### src/rtl/msgu_pkg.sv
package msgu_pkg;
    localparam int NCH      = 4;
    localparam int OFS_TX   = 'h00;
    localparam int OFS_RX   = 'h10;
    localparam int OFS_STAT = 'h20;
    localparam int OFS_CTRL = 'h24;
    localparam int BIT_RST  = 5;
    localparam int BIT_BUSY = 7;
    localparam int GRP_REQ  = 16;
    localparam int GRP_TE   = 20;
    localparam int GRP_RF   = 24;
    localparam int GRP_GP   = 28;

    typedef enum logic [1:0] {
        UR_RUN    = 2'd0,
        UR_CLEAR  = 2'd1,
        UR_SETTLE = 2'd2
    } urst_state_t;

    // index 0 lands on the highest bit of a group
    function automatic logic [NCH-1:0] flip(input logic [NCH-1:0] v);
        logic [NCH-1:0] r;
        for (int i = 0; i < NCH; i++) r[i] = v[NCH-1-i];
        return r;
    endfunction
endpackage

### src/rtl/msgu_lane.sv
module msgu_lane #(
    parameter int DW = 32
) (
    input  logic          clk,
    input  logic          rst_n,
    input  logic          clr,
    input  logic          wr,
    input  logic [DW-1:0] wdata,
    input  logic          rd,
    input  logic          ring,
    input  logic          ack,
    output logic [DW-1:0] word,
    output logic          full,
    output logic          pend
);
    always_ff @(posedge clk or negedge rst_n) begin
        if (!rst_n) begin
            word <= '0;
            full <= 1'b0;
            pend <= 1'b0;
        end else if (clr) begin
            word <= '0;
            full <= 1'b0;
            pend <= 1'b0;
        end else begin
            if (wr) begin
                word <= wdata;
                full <= 1'b1;
            end else if (rd) begin
                full <= 1'b0;
            end
            if (ring)     pend <= 1'b1;
            else if (ack) pend <= 1'b0;
        end
    end
endmodule

### src/rtl/msgu_urst.sv
module msgu_urst #(
    parameter int RST_HOLD = 2
) (
    input  logic clk,
    input  logic rst_n,
    input  logic req,
    output logic clr,
    output logic busy
);
    import msgu_pkg::*;

    localparam int CW = (RST_HOLD < 2) ? 1 : $clog2(RST_HOLD + 1);

    urst_state_t   state_q, state_d;
    logic [CW-1:0] cnt_q, cnt_d;

    always_ff @(posedge clk or negedge rst_n) begin
        if (!rst_n) begin
            state_q <= UR_RUN;
            cnt_q   <= '0;
        end else begin
            state_q <= state_d;
            cnt_q   <= cnt_d;
        end
    end

    always_comb begin
        state_d = state_q;
        cnt_d   = cnt_q;
        unique case (state_q)
            UR_RUN: begin
                if (req) state_d = UR_CLEAR;
            end
            UR_CLEAR: begin
                state_d = UR_SETTLE;
                cnt_d   = CW'(RST_HOLD - 1);
            end
            UR_SETTLE: begin
                if (cnt_q == '0) state_d = UR_RUN;
                else             cnt_d   = cnt_q - 1'b1;
            end
            default: state_d = UR_RUN;
        endcase
    end

    always_comb begin
        clr  = (state_q == UR_CLEAR);
        busy = (state_q != UR_RUN);
    end
endmodule

### src/rtl/msgu_port.sv
module msgu_port #(
    parameter int DW  = 32,
    parameter int AW  = 6,
    parameter int NCH = msgu_pkg::NCH
) (
    input  logic                    clk,
    input  logic                    rst_n,
    input  logic                    clr,
    input  logic                    busy,
    input  logic                    wr,
    input  logic                    rd,
    input  logic [AW-1:0]           addr,
    input  logic [DW-1:0]           wdata,
    output logic [DW-1:0]           rdata,
    output logic                    irq,
    input  logic [NCH-1:0]          out_full,
    input  logic [NCH-1:0]          out_pend,
    input  logic [NCH-1:0]          in_full,
    input  logic [NCH-1:0]          in_pend,
    input  logic [NCH-1:0][DW-1:0]  in_word,
    output logic [NCH-1:0]          tx_we,
    output logic [NCH-1:0]          rx_re,
    output logic [NCH-1:0]          ring,
    output logic [NCH-1:0]          ack,
    output logic                    rst_req
);
    import msgu_pkg::*;

    logic [NCH-1:0] en_te, en_rf, en_gp;
    logic           wr_ok, stat_wr, ctrl_wr, cfg_wr;
    logic           unused_wdata;

    assign unused_wdata = ^wdata;
    assign wr_ok   = wr & ~busy;
    assign stat_wr = wr_ok & (addr == AW'(OFS_STAT));
    assign ctrl_wr = wr_ok & (addr == AW'(OFS_CTRL));
    assign rst_req = ctrl_wr &  wdata[BIT_RST];
    assign cfg_wr  = ctrl_wr & ~wdata[BIT_RST];

    for (genvar n = 0; n < NCH; n++) begin : g_dec
        assign tx_we[n] = wr_ok & (addr == AW'(OFS_TX + 4 * n));
        assign rx_re[n] = rd & ~busy & (addr == AW'(OFS_RX + 4 * n));
    end

    assign ring = flip(wdata[GRP_REQ +: NCH]) & {NCH{cfg_wr}};
    assign ack  = flip(wdata[GRP_GP  +: NCH]) & {NCH{stat_wr}};

    always_ff @(posedge clk or negedge rst_n) begin
        if (!rst_n) begin
            en_te <= '0;
            en_rf <= '0;
            en_gp <= '0;
        end else if (clr) begin
            en_te <= '0;
            en_rf <= '0;
            en_gp <= '0;
        end else if (cfg_wr) begin
            en_te <= flip(wdata[GRP_TE +: NCH]);
            en_rf <= flip(wdata[GRP_RF +: NCH]);
            en_gp <= flip(wdata[GRP_GP +: NCH]);
        end
    end

    always_comb begin
        rdata = '0;
        if (addr == AW'(OFS_STAT)) begin
            rdata[GRP_TE +: NCH] = flip(~out_full);
            rdata[GRP_RF +: NCH] = flip(in_full);
            rdata[GRP_GP +: NCH] = flip(in_pend);
            rdata[BIT_BUSY]      = busy;
        end else if (addr == AW'(OFS_CTRL)) begin
            rdata[GRP_REQ +: NCH] = flip(out_pend);
            rdata[GRP_TE  +: NCH] = flip(en_te);
            rdata[GRP_RF  +: NCH] = flip(en_rf);
            rdata[GRP_GP  +: NCH] = flip(en_gp);
            rdata[BIT_RST]        = busy;
        end else begin
            for (int n = 0; n < NCH; n++)
                if (addr == AW'(OFS_RX + 4 * n)) rdata = in_word[n];
        end
    end

    assign irq = |(~out_full & en_te) | |(in_full & en_rf) | |(in_pend & en_gp);
endmodule

### src/rtl/msgu_top.sv
module msgu_top #(
    parameter int DW       = 32,
    parameter int AW       = 6,
    parameter int RST_HOLD = 2
) (
    input  logic          clk,
    input  logic          rst_n,
    input  logic          a_wr,
    input  logic          a_rd,
    input  logic [AW-1:0] a_addr,
    input  logic [DW-1:0] a_wdata,
    output logic [DW-1:0] a_rdata,
    output logic          a_irq,
    input  logic          b_wr,
    input  logic          b_rd,
    input  logic [AW-1:0] b_addr,
    input  logic [DW-1:0] b_wdata,
    output logic [DW-1:0] b_rdata,
    output logic          b_irq
);
    import msgu_pkg::*;

    logic clr, busy, a_rst_req, b_rst_req;
    logic [NCH-1:0]         full_ab, full_ba, pend_ab, pend_ba;
    logic [NCH-1:0][DW-1:0] word_ab, word_ba;
    logic [NCH-1:0]         a_tx_we, a_rx_re, a_ring, a_ack;
    logic [NCH-1:0]         b_tx_we, b_rx_re, b_ring, b_ack;

    msgu_urst #(.RST_HOLD(RST_HOLD)) u_urst (
        .clk(clk), .rst_n(rst_n), .req(a_rst_req | b_rst_req),
        .clr(clr), .busy(busy)
    );

    for (genvar n = 0; n < NCH; n++) begin : g_lane
        msgu_lane #(.DW(DW)) u_ab (
            .clk(clk), .rst_n(rst_n), .clr(clr),
            .wr(a_tx_we[n]), .wdata(a_wdata), .rd(b_rx_re[n]),
            .ring(a_ring[n]), .ack(b_ack[n]),
            .word(word_ab[n]), .full(full_ab[n]), .pend(pend_ab[n])
        );
        msgu_lane #(.DW(DW)) u_ba (
            .clk(clk), .rst_n(rst_n), .clr(clr),
            .wr(b_tx_we[n]), .wdata(b_wdata), .rd(a_rx_re[n]),
            .ring(b_ring[n]), .ack(a_ack[n]),
            .word(word_ba[n]), .full(full_ba[n]), .pend(pend_ba[n])
        );
    end

    msgu_port #(.DW(DW), .AW(AW), .NCH(NCH)) u_pa (
        .clk(clk), .rst_n(rst_n), .clr(clr), .busy(busy),
        .wr(a_wr), .rd(a_rd), .addr(a_addr), .wdata(a_wdata),
        .rdata(a_rdata), .irq(a_irq),
        .out_full(full_ab), .out_pend(pend_ab),
        .in_full(full_ba), .in_pend(pend_ba), .in_word(word_ba),
        .tx_we(a_tx_we), .rx_re(a_rx_re), .ring(a_ring), .ack(a_ack),
        .rst_req(a_rst_req)
    );

    msgu_port #(.DW(DW), .AW(AW), .NCH(NCH)) u_pb (
        .clk(clk), .rst_n(rst_n), .clr(clr), .busy(busy),
        .wr(b_wr), .rd(b_rd), .addr(b_addr), .wdata(b_wdata),
        .rdata(b_rdata), .irq(b_irq),
        .out_full(full_ba), .out_pend(pend_ba),
        .in_full(full_ab), .in_pend(pend_ab), .in_word(word_ab),
        .tx_we(b_tx_we), .rx_re(b_rx_re), .ring(b_ring), .ack(b_ack),
        .rst_req(b_rst_req)
    );
endmodule

### config.mk
export PLATFORM = sky130hd
export DESIGN_NAME = msgu_top
export DESIGN_NICKNAME = d
export VERILOG_FILES = /design/src/rtl/msgu_pkg.sv /design/src/rtl/msgu_lane.sv /design/src/rtl/msgu_urst.sv /design/src/rtl/msgu_port.sv /design/src/rtl/msgu_top.sv
export SDC_FILE = /design/constraint.sdc
export NUM_CORES = 1
export LEC_CHECK = 0
export CAP_MARGIN = 40
export CELL_PAD_IN_SITES_DETAIL_PLACEMENT = 0
export CELL_PAD_IN_SITES_GLOBAL_PLACEMENT = 1
export CORE_MARGIN = 1.5
export CORE_UTILIZATION = 46
export CTS_CLUSTER_SIZE = 16
export DETAILED_ROUTE_END_ITERATION = 8
export GPL_ROUTABILITY_DRIVEN = 0
export GPL_TIMING_DRIVEN = 0
export PLACE_DENSITY = 0.81
export SLEW_MARGIN = 20
export SYNTH_ARGS = -nofsm -noshare
export SYNTH_HDL_FRONTEND = slang
export SYNTH_SLANG_ARGS = --single-unit
### constraint.sdc
create_clock -name clk -period 3.02 [get_ports clk]
set_input_delay 0.604 -clock clk [delete_from_list [all_inputs] [get_ports clk]]
set_output_delay 0.604 -clock clk [all_outputs]
set_load 0.01 [all_outputs]
# Word-level counts from Yosys, hierarchy flattened
# Index checks and enable logic that the tools add are counted.
dict set report word_totals {
  regBits 300
  latchBits 0
  ramBits 0
  mem_bits_ro 0
  output_inout_bits 66
  elab_cells 249
  n_memories 0
}
dict set report classes {
  addsub 1
  mul 0
  div_mod_pow 0
  magnitude_cmp 0
  eq_ne 23
  n_shift 0
  n_mux 105
  bitwise_logic 48
  n_reduce_logical 40
}
# op count
set op_table {}
lappend op_table {{32-bit 2-to-1 mux} 24}
lappend op_table {{1-bit 2-to-1 mux} 52}
lappend op_table {{6-bit by 5-bit == test with 1-bit output, second input constant} 8}
lappend op_table {{12-bit 2-to-1 mux} 4}
lappend op_table {{4-bit 2-to-1 mux} 12}
lappend op_table {{3-bit nonzero test} 16}
lappend op_table {{4-bit AND} 10}
lappend op_table {{16-bit 2-to-1 mux} 2}
lappend op_table {{1-bit AND} 28}
lappend op_table {{6-bit by 4-bit == test with 1-bit output, second input constant} 4}
lappend op_table {{6-bit == test, second input constant} 4}
lappend op_table {{2-bit nonzero test} 12}
lappend op_table {{4-bit OR reduction} 6}
lappend op_table {{10-bit 2-to-1 mux} 2}
lappend op_table {{7-bit 2-to-1 mux} 2}
lappend op_table {{6-bit by 3-bit == test with 1-bit output, second input constant} 2}
lappend op_table {{6-bit zero test} 2}
lappend op_table {{5-bit 2-to-1 mux} 2}
lappend op_table {{4-bit NOT} 2}
lappend op_table {{2-bit 2-to-1 mux} 3}
lappend op_table {{2-bit case mux with 3 select lines} 1}
lappend op_table {{1-bit OR} 5}
lappend op_table {{2-bit zero test} 2}
lappend op_table {{2-bit by 1-bit inequality test with 1-bit output, second input constant} 2}
lappend op_table {{other kinds (7)} 10}

# Longest topological paths before layout
dict set report depth {
  depth_word 8
  ltp_mapped 7
  depth_no_buf 5
}

# Hierarchy
# A second synthesis with hierarchy kept.
dict set report unflattened {
  cells_unflattened 1353
  hier_area_um2 15546.2
}
# mod n_inst cells_per_inst area_per_inst_um2 seq_area_each_um2
set by_module_without_submodules {}
lappend by_module_without_submodules {msgu_lane 8 112 1410.1 850.8}
lappend by_module_without_submodules {{msgu_port (u_pa)} 1 241 2049.5 300.3}
lappend by_module_without_submodules {{msgu_port (u_pb)} 1 195 1991.9 300.3}
lappend by_module_without_submodules {msgu_urst 1 20 217.7 100.1}
lappend by_module_without_submodules {msgu_top 1 1 6.3 0.0}

# Worst setup path before layout
# Ideal clock, no wire load.
dict set report synth_timing {
  path_kind {input to output}
  start {input port b_addr[2]}
  end {output port b_rdata[16]}
  arrival_ns 2.032
  required_time_ns 2.416
  setup_slack_ns 0.384
  stages 5
  n_path_buf 3
  path_cell_list {buf_4 > buf_4 > buf_2 > mux4_2 > a22o_1}
}
dict set report synth_between {
  elab_chain_cells 7
  word_cells_on_any_way 12
  classes_between {eq/ne: 6; mux: 6}
}
# element line
set synth_lines {}
lappend synth_lines {{from (decl)} msgu_top.sv:16} ;# input logic [AW-1:0] b_addr,
lappend synth_lines {{6-bit by 5-bit == test with 1-bit output} msgu_port.sv:79} ;# if (addr == AW'(OFS_RX + 4 * n)) rdata = in_word[n];
lappend synth_lines {{32-bit 2-to-1 mux (4 in series)} msgu_port.sv:79}
lappend synth_lines {{16-bit 2-to-1 mux} msgu_port.sv:71} ;# end else if (addr == AW'(OFS_CTRL)) begin
lappend synth_lines {{12-bit 2-to-1 mux (*)} msgu_port.sv:66} ;# if (addr == AW'(OFS_STAT)) begin
lappend synth_lines {{to (decl)} msgu_top.sv:18} ;# output logic [DW-1:0] b_rdata,
# Every way passes the cells marked *; elsewhere a longest branch is shown, timed or not.

# Worst setup path after layout
dict set report layout_timing {
  start {input port a_addr[2]}
  end {output port a_rdata[31]}
}
dict set report layout_between {
  elab_chain_cells 7
  word_cells_on_any_way 12
  classes_between {eq/ne: 6; mux: 6}
}
# element line
set layout_lines {}
lappend layout_lines {{from (decl)} msgu_top.sv:10} ;# input logic [AW-1:0] a_addr,
lappend layout_lines {{6-bit by 5-bit == test with 1-bit output} msgu_port.sv:79}
lappend layout_lines {{32-bit 2-to-1 mux (4 in series)} msgu_port.sv:79}
lappend layout_lines {{16-bit 2-to-1 mux} msgu_port.sv:71}
lappend layout_lines {{12-bit 2-to-1 mux (*)} msgu_port.sv:66}
lappend layout_lines {{to (decl)} msgu_top.sv:12} ;# output logic [DW-1:0] a_rdata,
# Marks and branches as above.

==> summary.txt <==
Clocking
  • TritonCTS clock tree: done
  • Clock Tree Root: clkbuf_16
  • Clk Latency, worst-skew pair: 0.53 ns
  • Reg clk slew, reported paths: 0.05 ns
  • Clock buffer depth: 3
  • Htree depth: 2
  • CTS Buf Count: 35
  • Clock Sinks: 300

Floorplan
  • IO Pins: 148
  • CORE AREA: 32500 sq um
  • Initial Util: 46.8%
  • Width of the chip: 185 um
  • Cell row count: 66
  • Die Area: 34200 sq um
  • Die H: 185 um

Critical path
  • RR Startpoint: u_urst.state_q[1]
  • Crit-path max FO: 10
  • Setup CP Type: input pin to primary output
  • Arrival @ worst endpoint: 2.45 ns
  • Req. time, crit path: 2.42 ns
  • CP startpoint: a_addr[2]
  • Critical path capture point type: primary output
  • Setup crit start kind: input pin

STA
  • Final setup vio count: 2
  • Fin crit share: 101%
  • RSZ-0062 raised after global routing: true
  • Clock skew: 0.0100 ns
  • Worst Tran Pin Value: 0.938 ns
  • Final hold slack: 0.0340 ns
  • Fmax: 328 MHz
  • Final setup margin: -0.0296 ns
  • Min cycle time layout: 3.05 ns
  • Relative slew slack: 37.5%
  • Final hold vios: 0
  • Max-slew violations: 0

Finish
  • Sequential Area: 7510 sq um
  • ANT cells: 0
  • Non-filler cells, final: 2050
  • Nets: 1666
  • Layout cells sized above 1: 18.0%
  • Area Overhead vs Synth: 25.5%
  • Final Util: 58.7%
  • Final Cell Area: 19100 sq um
  • Fill cells: 2800
  • Area of the multi-input gates: 7230 sq um

Yosys
  • Synth Instances: 1352
  • Synth Area in Adders: 0.0822%
  • Avg Cell Area, Syn: 11.3 sq um
  • Mapped cell area: 15200 sq um
  • Yosys reg bits: 300
  • Sequential area share after synthesis: 49.3%
  • Syn nets: 1435
  • Post-synthesis mux area share: 26.8%
  • Ys Warns: 0
  • Asr flop ratio synth: 100%
  • Synth Flop Type: dfrtp_1
  • Xor/xnor share of the synthesized area: 0%
  • Synth Area in Simple Gates: 15.2%
  • Unique cell type count in the Yosys netlist: 55
  • Post-synth EDFFs: 0
  • Synth Area in Compound Gates: 4.64%
  • Largest family of logic cells by synthesized area: multiplexers

Route
  • First-pass DRT Iterations: 5
  • Post-route ant nets: 0
  • # DRC: 0
  • Routed len/inst: 24.7 um
  • Vias per cell: 5.92
  • Via total after detailed routing: 12146
  • WL final: 50.7 mm
  • Initial DRC count: 1008

Placed design
  • Placed Cells: 1947
  • Number of port buffers: 146
  • DP Wirelength: 35.2 mm
  • Placed cell area: 17400 sq um

Global route
  • Total global routing overflow: 0
  • Vias in the first global route: 12353
  • Pin count of the biggest net entering global routing: 92
  • Gr usage total: 30.4%
  • First-pass GRT wire length: 76.5 mm
  • Initial antenna violation count: 0

Pwr
  • Pwr dens: 654 nW/um^2
  • LEAKAGE: 9.98 nW
  • VDD IR max: 373 uV

Run
  • Max Cap Viol: 0

Worst hold path
  • Worst Hold Class: input pin to async pin

Outcome
  • Failing checks: negative setup slack
  • Outcome: finished with violations
critical path: stages:
cell	delay, ns
clkdlybuf4s15_2	0.23
buf_2	0.18
buf_4	0.14
nor2_2	0.37
nand2_1	0.23
a2bb2oi_2	0.20
clkdlybuf4s50_1	0.48
final timing paths:
kind,end,slack [ns],depth (start not counted)
setup reg to reg,u_pb.en_gp[1],0.33,7
hold / removal,g_lane[0].u_ba.word[3],0.03,1
min in group clk,g_lane[2].u_ab.word[10],0.53,2
max in group asynchronous,g_lane[1].u_ab.word[4],1.85,3
setup / recovery,a_rdata[31],-0.03,7
hold reg to reg,g_lane[2].u_ab.word[10],0.53,2
layout make-up:
type                    count  area share [%]
repair buffers            195            9.68
clock buffers              53            5.37
flip-flops and latches    300            39.3
well taps                 442            2.90
multi-input cells         929            37.8
inverters                  15           0.295
plain buffers             107            4.03
clock inverters             9           0.577
registers in the layout (all words and copies together) (netlist names):
| signal | count |
|---|---|
| g_lane.u_ab.full | 4 |
| u_pa.en_gp | 4 |
| g_lane.u_ab.pend | 4 |
| u_pb.en_gp | 4 |
| g_lane.u_ab.word | 128 |
| g_lane.u_ba.full | 4 |
| u_urst.state_q | 2 |
| u_pb.en_te | 4 |
| u_pb.en_rf | 4 |
| g_lane.u_ba.word | 128 |
| u_pa.en_rf | 4 |
| u_urst.cnt_q | 2 |
| u_pa.en_te | 4 |
| g_lane.u_ba.pend | 4 |
synthesized netlist by cell type, types with 2 or more instances:
| cell type | number | share of area, % |
|---|---|---|
| a221oi_1 | 4 | 0.23 |
| a21oi_1 | 2 | 0.066 |
| nand2b_1 | 11 | 0.45 |
| and2_1 | 38 | 1.6 |
| o311ai_0 | 4 | 0.23 |
| nand3_2 | 2 | 0.13 |
| nand2_1 | 367 | 9.1 |
| a2111oi_0 | 2 | 0.12 |
| buf_1 | 9 | 0.22 |
| o22ai_1 | 5 | 0.21 |
| nor3_2 | 2 | 0.13 |
| o32ai_1 | 2 | 0.12 |
| buf_4 | 14 | 0.69 |
| a31oi_1 | 2 | 0.082 |
| a22oi_1 | 5 | 0.25 |
| buf_6 | 5 | 0.37 |
| clkbuf_1 | 44 | 1.1 |
| nor4b_1 | 4 | 0.23 |
| mux2i_1 | 260 | 17 |
| or4_1 | 2 | 0.099 |
| or4b_2 | 2 | 0.13 |
| nor3_1 | 8 | 0.26 |
| a22o_1 | 15 | 0.86 |
| a31o_2 | 2 | 0.12 |
| and3_1 | 2 | 0.082 |
| buf_2 | 36 | 1.2 |
| a32oi_1 | 3 | 0.17 |
| dfrtp_1 | 300 | 49 |
| inv_1 | 15 | 0.37 |
| nor2b_1 | 7 | 0.29 |
| nor3b_1 | 3 | 0.15 |
| mux2_2 | 3 | 0.22 |
| a221o_1 | 12 | 0.79 |
| mux4_2 | 64 | 9.5 |
| nand3_1 | 9 | 0.30 |
| nand4_1 | 26 | 1.1 |
| a32o_1 | 3 | 0.20 |
| nor2_1 | 5 | 0.12 |
| a2bb2oi_1 | 2 | 0.12 |
| and4_1 | 7 | 0.40 |
| o21ai_0 | 30 | 0.99 |
stage by stage:
step            TNS, ns  setup WS [ns]  power, mW
2_1_floorplan         0          0.384       7.24
3_3_place_gp   -3685.31         -12.04       8.03
3_5_place_dp     -58.44          -1.20       8.17
4_1_cts         -0.0695        -0.0667       12.5
5_1_grt         -0.0866        -0.0568       13.1
6_report        -0.0439        -0.0296       12.5
metal layers:
| metal | vias up | routed length, um | GRT usage (%) |
|---|---|---|---|
| met5 | - | 0 | 0 |
| met4 | 0 | 2180 | 12.7 |
| met3 | 135 | 3230 | 4.01 |
| met2 | 560 | 23700 | 48.3 |
| met1 | 6194 | 21600 | 42.1 |
| li1 | 5257 | - | - |
timing repair:
item | 4_1_cts | 5_1_grt
resized for setup | 162 | 41
pin swaps | 10 | 11
hold buffers | 0 | 0
setup endpoints to repair | 64 | 42
setup buffers | 30 | 7
gates cloned | 4 | 0
layout by cell type (no fill, tap or decap), drive strengths merged, types with 3 or more instances in the layout:
| cell type | count |
|---|---|
| nand2 | 367 |
| dfrtp | 300 |
| mux2i | 260 |
| buf | 116 |
| clkbuf | 110 |
| clkdlybuf4s50 | 87 |
| mux4 | 64 |
| and2 | 38 |
| dlygate4sd2 | 32 |
| o21ai | 30 |
| nand4 | 26 |
| inv | 16 |
| a22o | 15 |
| a221o | 12 |
| nand2b | 11 |
| nand3 | 11 |
| nor3 | 11 |
| and4 | 7 |
| nor2b | 7 |
| clkinv | 6 |
| clkdlybuf4s15 | 6 |
| nor2 | 6 |
| o22ai | 5 |
| nor4b | 5 |
| a22oi | 5 |
| o311ai | 4 |
| a221oi | 4 |
| dlymetal6s2s | 4 |
| a32o | 3 |
| a32oi | 3 |
| mux2 | 3 |
| nor3b | 3 |
| or4b | 3 |
| nor4 | 3 |
power by group:
part | total (mW) | internal (mW) | switching (mW) | leakage (nW)
clock | 4.25 | 2.52 | 1.73 | 0.559
sequential | 5.82 | 5.11 | 0.718 | 3.38
combinational | 2.42 | 1.28 | 1.14 | 6.05
cell families after synthesis:
group / count (synthesis)
fa+ha+maj: 1
flops: 300
simple gates: 506
compound gates: 95
mux: 327
buf+inv: 123
Note: power is estimated with default switching activity, not from simulation.
